`src/rtl/dfs_pkg.sv`:
```
package dfs_pkg;
   typedef enum logic [1:0] {
      SCOPE_NONE = 2'b00,
      SCOPE_LINE = 2'b01,
      SCOPE_PAGE = 2'b10
   } scope_e;

   typedef enum logic [1:0] {
      KIND_LOAD  = 2'b00,
      KIND_STORE = 2'b01,
      KIND_SEMA  = 2'b10,
      KIND_RSVD  = 2'b11
   } kind_e;

   typedef struct packed {
      kind_e kind;
      logic  nullified;
      logic  line_only;
      logic  absolute;
      logic  io;
      logic  cacheable;
      logic  ubit_impl;
      logic  ubit;
      logic  held;
   } ref_desc_s;
endpackage

```
`src/rtl/dfs_intr_filter.sv`:
```
module dfs_intr_filter #(
   parameter int unsigned INTR_W      = 5,
   parameter bit          HONOR_INTR  = 1'b1,
   parameter logic [(1<<INTR_W)-1:0] EXCL_MASK = 32'h1C3C_85C0
) (
   input  logic              intr_valid,
   input  logic [INTR_W-1:0] intr_num,
   output logic              intr_blocks
);
   generate
      if (HONOR_INTR) begin : g_lookup
         // one mask bit per interruption number that forbids the fill
         assign intr_blocks = intr_valid & EXCL_MASK[intr_num];
      end else begin : g_ignore
         logic unused_ok;
         assign unused_ok   = intr_valid ^ (^intr_num);
         assign intr_blocks = 1'b0;
      end
   endgenerate
endmodule

```
`src/rtl/dfs_classify.sv`:
```
module dfs_classify
   import dfs_pkg::*;
(
   input  logic      valid,
   input  ref_desc_s desc,
   input  logic      intr_blocks,
   output scope_e    scope
);
   logic is_ref;
   logic ubit_blocks;
   logic space_blocks;

   always_comb begin
      is_ref = (desc.kind != KIND_RSVD) && !desc.nullified
               && !(desc.held && desc.kind == KIND_SEMA);
      // the uncacheable bit lives in the TLB, so only virtual references see it
      ubit_blocks  = desc.ubit_impl && desc.ubit && !desc.absolute;
      space_blocks = !desc.cacheable || desc.io || ubit_blocks;

      if (!valid || !is_ref || intr_blocks || space_blocks)
         scope = SCOPE_NONE;
      else if (desc.line_only)
         scope = SCOPE_LINE;
      else
         scope = SCOPE_PAGE;
   end
endmodule

```
`src/rtl/dfs_addr_split.sv`:
```
module dfs_addr_split #(
   parameter int unsigned ADDR_W    = 32,
   parameter int unsigned PAGE_BITS = 12,
   parameter int unsigned LINE_BITS = 6
) (
   input  logic [ADDR_W-1:0] addr,
   output logic [ADDR_W-1:0] page_addr,
   output logic [ADDR_W-1:0] line_addr
);
   generate
      for (genvar b = 0; b < ADDR_W; b++) begin : g_bit
         if (b < LINE_BITS) begin : g_low
            assign page_addr[b] = 1'b0;
            assign line_addr[b] = 1'b0;
         end else if (b < PAGE_BITS) begin : g_mid
            assign page_addr[b] = 1'b0;
            assign line_addr[b] = addr[b];
         end else begin : g_high
            assign page_addr[b] = addr[b];
            assign line_addr[b] = addr[b];
         end
      end
   endgenerate

   logic unused_low;
   assign unused_low = ^addr[LINE_BITS-1:0];
endmodule

```
`src/rtl/dcache_fill_scope.sv`:
```
module dcache_fill_scope
   import dfs_pkg::*;
#(
   parameter int unsigned ADDR_W     = 32,
   parameter int unsigned PAGE_BITS  = 12,
   parameter int unsigned LINE_BITS  = 6,
   parameter int unsigned INTR_W     = 5,
   parameter bit          HONOR_INTR = 1'b1,
   parameter logic [(1<<INTR_W)-1:0] EXCL_MASK = 32'h1C3C_85C0
) (
   input  logic              clk,
   input  logic              rst_n,
   input  logic              req_valid,
   input  logic [1:0]        req_kind,
   input  logic              req_nullified,
   input  logic              req_line_only,
   input  logic              req_absolute,
   input  logic              req_io,
   input  logic              req_cacheable,
   input  logic              req_ubit_impl,
   input  logic              req_ubit,
   input  logic              req_held,
   input  logic              req_intr_valid,
   input  logic [INTR_W-1:0] req_intr_num,
   input  logic [ADDR_W-1:0] req_addr,
   output logic              out_valid,
   output logic [1:0]        out_scope,
   output logic [ADDR_W-1:0] out_page_addr,
   output logic [ADDR_W-1:0] out_line_addr
);
   localparam int unsigned LINES_PER_PAGE = 1 << (PAGE_BITS - LINE_BITS);

   generate
      if (PAGE_BITS <= LINE_BITS || PAGE_BITS >= ADDR_W)
         $error("dcache_fill_scope: need LINE_BITS < PAGE_BITS < ADDR_W");
      if (LINE_BITS == 0)
         $error("dcache_fill_scope: LINE_BITS must be at least 1");
      if (INTR_W < 1 || INTR_W > 6)
         $error("dcache_fill_scope: INTR_W must be 1..6");
      if (LINES_PER_PAGE < 2)
         $error("dcache_fill_scope: a page must hold at least two lines");
   endgenerate

   ref_desc_s desc;
   logic      intr_blocks;
   scope_e    scope_d;
   logic [ADDR_W-1:0] page_d, line_d;

   assign desc = '{kind:      kind_e'(req_kind),
                   nullified: req_nullified,
                   line_only: req_line_only,
                   absolute:  req_absolute,
                   io:        req_io,
                   cacheable: req_cacheable,
                   ubit_impl: req_ubit_impl,
                   ubit:      req_ubit,
                   held:      req_held};

   dfs_intr_filter #(
      .INTR_W(INTR_W), .HONOR_INTR(HONOR_INTR), .EXCL_MASK(EXCL_MASK)
   ) u_intr (
      .intr_valid (req_intr_valid),
      .intr_num   (req_intr_num),
      .intr_blocks(intr_blocks)
   );

   dfs_classify u_class (
      .valid      (req_valid),
      .desc       (desc),
      .intr_blocks(intr_blocks),
      .scope      (scope_d)
   );

   dfs_addr_split #(
      .ADDR_W(ADDR_W), .PAGE_BITS(PAGE_BITS), .LINE_BITS(LINE_BITS)
   ) u_addr (
      .addr     (req_addr),
      .page_addr(page_d),
      .line_addr(line_d)
   );

   always_ff @(posedge clk or negedge rst_n) begin
      if (!rst_n) begin
         out_valid     <= 1'b0;
         out_scope     <= SCOPE_NONE;
         out_page_addr <= '0;
         out_line_addr <= '0;
      end else begin
         out_valid     <= req_valid;
         out_scope     <= scope_d;
         out_page_addr <= page_d;
         out_line_addr <= line_d;
      end
   end
endmodule

```
`config.mk`:
```
export PLATFORM = sky130hd
export DESIGN_NAME = dcache_fill_scope
export DESIGN_NICKNAME = d
export VERILOG_FILES = /design/src/rtl/dfs_pkg.sv /design/src/rtl/dfs_intr_filter.sv /design/src/rtl/dfs_classify.sv /design/src/rtl/dfs_addr_split.sv /design/src/rtl/dcache_fill_scope.sv
export SDC_FILE = /design/constraint.sdc
export NUM_CORES = 1
export LEC_CHECK = 0
export CAP_MARGIN = 0
export CELL_PAD_IN_SITES_DETAIL_PLACEMENT = 1
export CELL_PAD_IN_SITES_GLOBAL_PLACEMENT = 2
export CORE_UTILIZATION = 15
export CTS_BUF_LIST = sky130_fd_sc_hd__clkbuf_4 sky130_fd_sc_hd__clkbuf_8
export DETAILED_ROUTE_END_ITERATION = 16
export GPL_ROUTABILITY_DRIVEN = 0
export PLACE_DENSITY = 0.82
export SLEW_MARGIN = 40
export SYNTH_ARGS = -nofsm -noshare
export SYNTH_HDL_FRONTEND = slang
export SYNTH_SLANG_ARGS = --single-unit
```
`constraint.sdc`:
```
create_clock -name clk -period 0.8 [get_ports clk]
set_clock_uncertainty 0.05 [all_clocks]
set_input_delay 0.16 -clock clk [delete_from_list [all_inputs] [get_ports clk]]
set_output_delay 0.16 -clock clk [all_outputs]
set_load 0.05 [all_outputs]
```
==> metrics <==
status complete, but fails checks; failing checks negative setup slack; period utilization 136%; routed wire length 3430 um; total global-route track usage 8.45%; setup TNS -13.58 ns; met1 usage 9.04%; Setup crit start kind flip-flop; Overflow after GRT 0; Cell Count, Final, Fillers Out 273; Syn-to-layout area delta 135%; cell area power density 1640 mW/mm^2; final setup vio count 51; hpwl dp 2950 um; count leader, synth buf_4; Clock Path Buffers 2; vias in the first global route 936; Die W 89.6 um; Levels on crit path 1; Slew Viols, Final 0; initial DRC count 9; pre-CTS setup slack -1.06 ns; DR DRC count 0; most area-hungry cell type in the Yosys netlist dfrtp_1; Final Hold Vio Count 0; met2 usage in global routing 14.9%; Routed Antenna Nets 0; Clock H-tree levels 2; FP Rows 31; delay-heaviest family, CP flip-flops; Seq cells post-synth 29; sequential area share after synthesis 63.0%; Tot Pwr 4450 uW; via count 897; Worst EP arrival 0.88 ns; area share of the largest cell type after synthesis 63.0%; worst vdd ir 0.523 mV; Num CTS Buffers 5; routed length per instance 12.5 um; core area 0.00733 sq mm; RSZ-0062 raised after global routing true; worst-path maximum fanout 2; max cap viols 0; first-pass GRT wire length 4890 um; main flop type after synthesis dfrtp_1; Leak 0.00117 uW; DR pass1 iterations 2; HP Class primary input to asynchronous set/reset pin; n_diodes 0; CP Cell Sequence buf_12; CP bufs+invs 1; Syn Inst Count 89; Via density 3.29; Die ar. 0.00803 sq mm; GRT busiest layer met2; largest net degree at the start of global routing 30; Req. time, crit path 0.59 ns; Crit Path Category flip-flop to primary output; Yosys cell types 19; CP max stage delay 0.44 ns; post-layout net count 225; fmax 921 MHz; Ports 118; Synth top cells by count 38 x buf_4, 29 x dfrtp_1; Die Ht 89.6 um; Synth area leaders dfrtp_1 63%, buf_4 25%, ha_1 1.1%; Mapped Area 0.00115 sq mm; Final WS setup -0.286 ns; CP max stage cell dfrtp_2; met3 GRT Util 2.74%; crit end category primary output; dpl cells 264; initial antenna violation count 0; fillers 749; TritonCTS clock tree done; # clock sinks 29; layout cell share with drive strength beyond 1 54.0%; Starting Density 15.7%; synth warn 0; Worst-path clk slew 0.06 ns; number of flops mapped to enable cells by yosys 0; synthesized area per cell 12.9 sq um; Root Buffer clkbuf_8; Port Buf Inserts 93; ys async rst share 100%; min Tclk post-route 1.09 ns
==> sequential cells by signal, indices dropped and copies added, names as in the netlist <==
register	count
out_line_addr	25
out_scope	2
out_page_addr	1
out_valid	1
==> layer usage <==
metal  vias to the layer above  part of all wire (%)
li1                        399                     -
met1                       424                    37
met2                        72                    51
met3                         2                    11
met4                         0                  0.85
met5                         -                     0
==> cell usage in the layout, fill, tap and decap left out, types with 2 or more instances in the layout <==
cell type and n:
buf_12 50, clkdlybuf4s50_1 34, dfrtp_2 20, conb_1 18, dfrtp_1 9, dlygate4sd2_1 8, clkbuf_8 7, buf_4 4
nand2_1 2, nor2_1 2, nor4_2 2
==> worst paths after layout <==
| check | start | end |
|---|---|---|
| worst max-delay path | out_line_addr[30]$_DFF_PN0_ | out_page_addr[30] |
| worst min-delay path | rst_n | out_line_addr[7]$_DFF_PN0_ |
| max in group asynchronous | rst_n | out_line_addr[24]$_DFF_PN0_ |
| min in group clk | req_addr[27] | out_line_addr[27]$_DFF_PN0_ |
==> through the flow <==
step / hold WS, ns / cell area, sq um / utilization [%]
after global placement: 0.487 / 2560 / 34.9
after global routing: 0.214 / 2710 / 37.0
after CTS: 0.200 / 2700 / 36.9
after floorplan: -0.186 / 1410 / -
final: 0.203 / 2710 / 37.0
after detailed placement: 0.498 / 2560 / 34.9
==> power by group <==
| part | total [uW] | internal [uW] | switching (uW) |
|---|---|---|---|
| sequential | 1650 | 1550 | 103 |
| clock | 1300 | 776 | 529 |
| combinational | 1490 | 697 | 798 |
==> area by class of cell <==
cell class | instances | area (sq um) | share of cell area [%]
repair buffers | 98 | 1470 | 54.2
flip-flops and latches | 29 | 751 | 27.7
multi-input cells | 39 | 267 | 9.83
well taps | 99 | 124 | 4.57
clock buffers | 7 | 96.3 | 3.55
clock inverters | 1 | 5.00 | 0.185
==> repair_timing <==
action                     4_1_cts  5_1_grt
setup endpoints to repair       51       51
pin swaps                        9        1
cloned                           0        0
setup buffers                    1        0
resized for setup               29        1
hold buffers                     0        0
==> kinds of logic (layout without fill, tap and decap cells) <==
group,after synthesis,after routing,synth area share [%]
other cells,1,18,0.326
compound gates,7,7,4.46
fa+ha+maj,1,1,1.09
buf+inv,38,106,24.8
flops,29,29,63.0
simple gates,13,13,6.31
No activity file was read; power rests on OpenSTA's default activity.
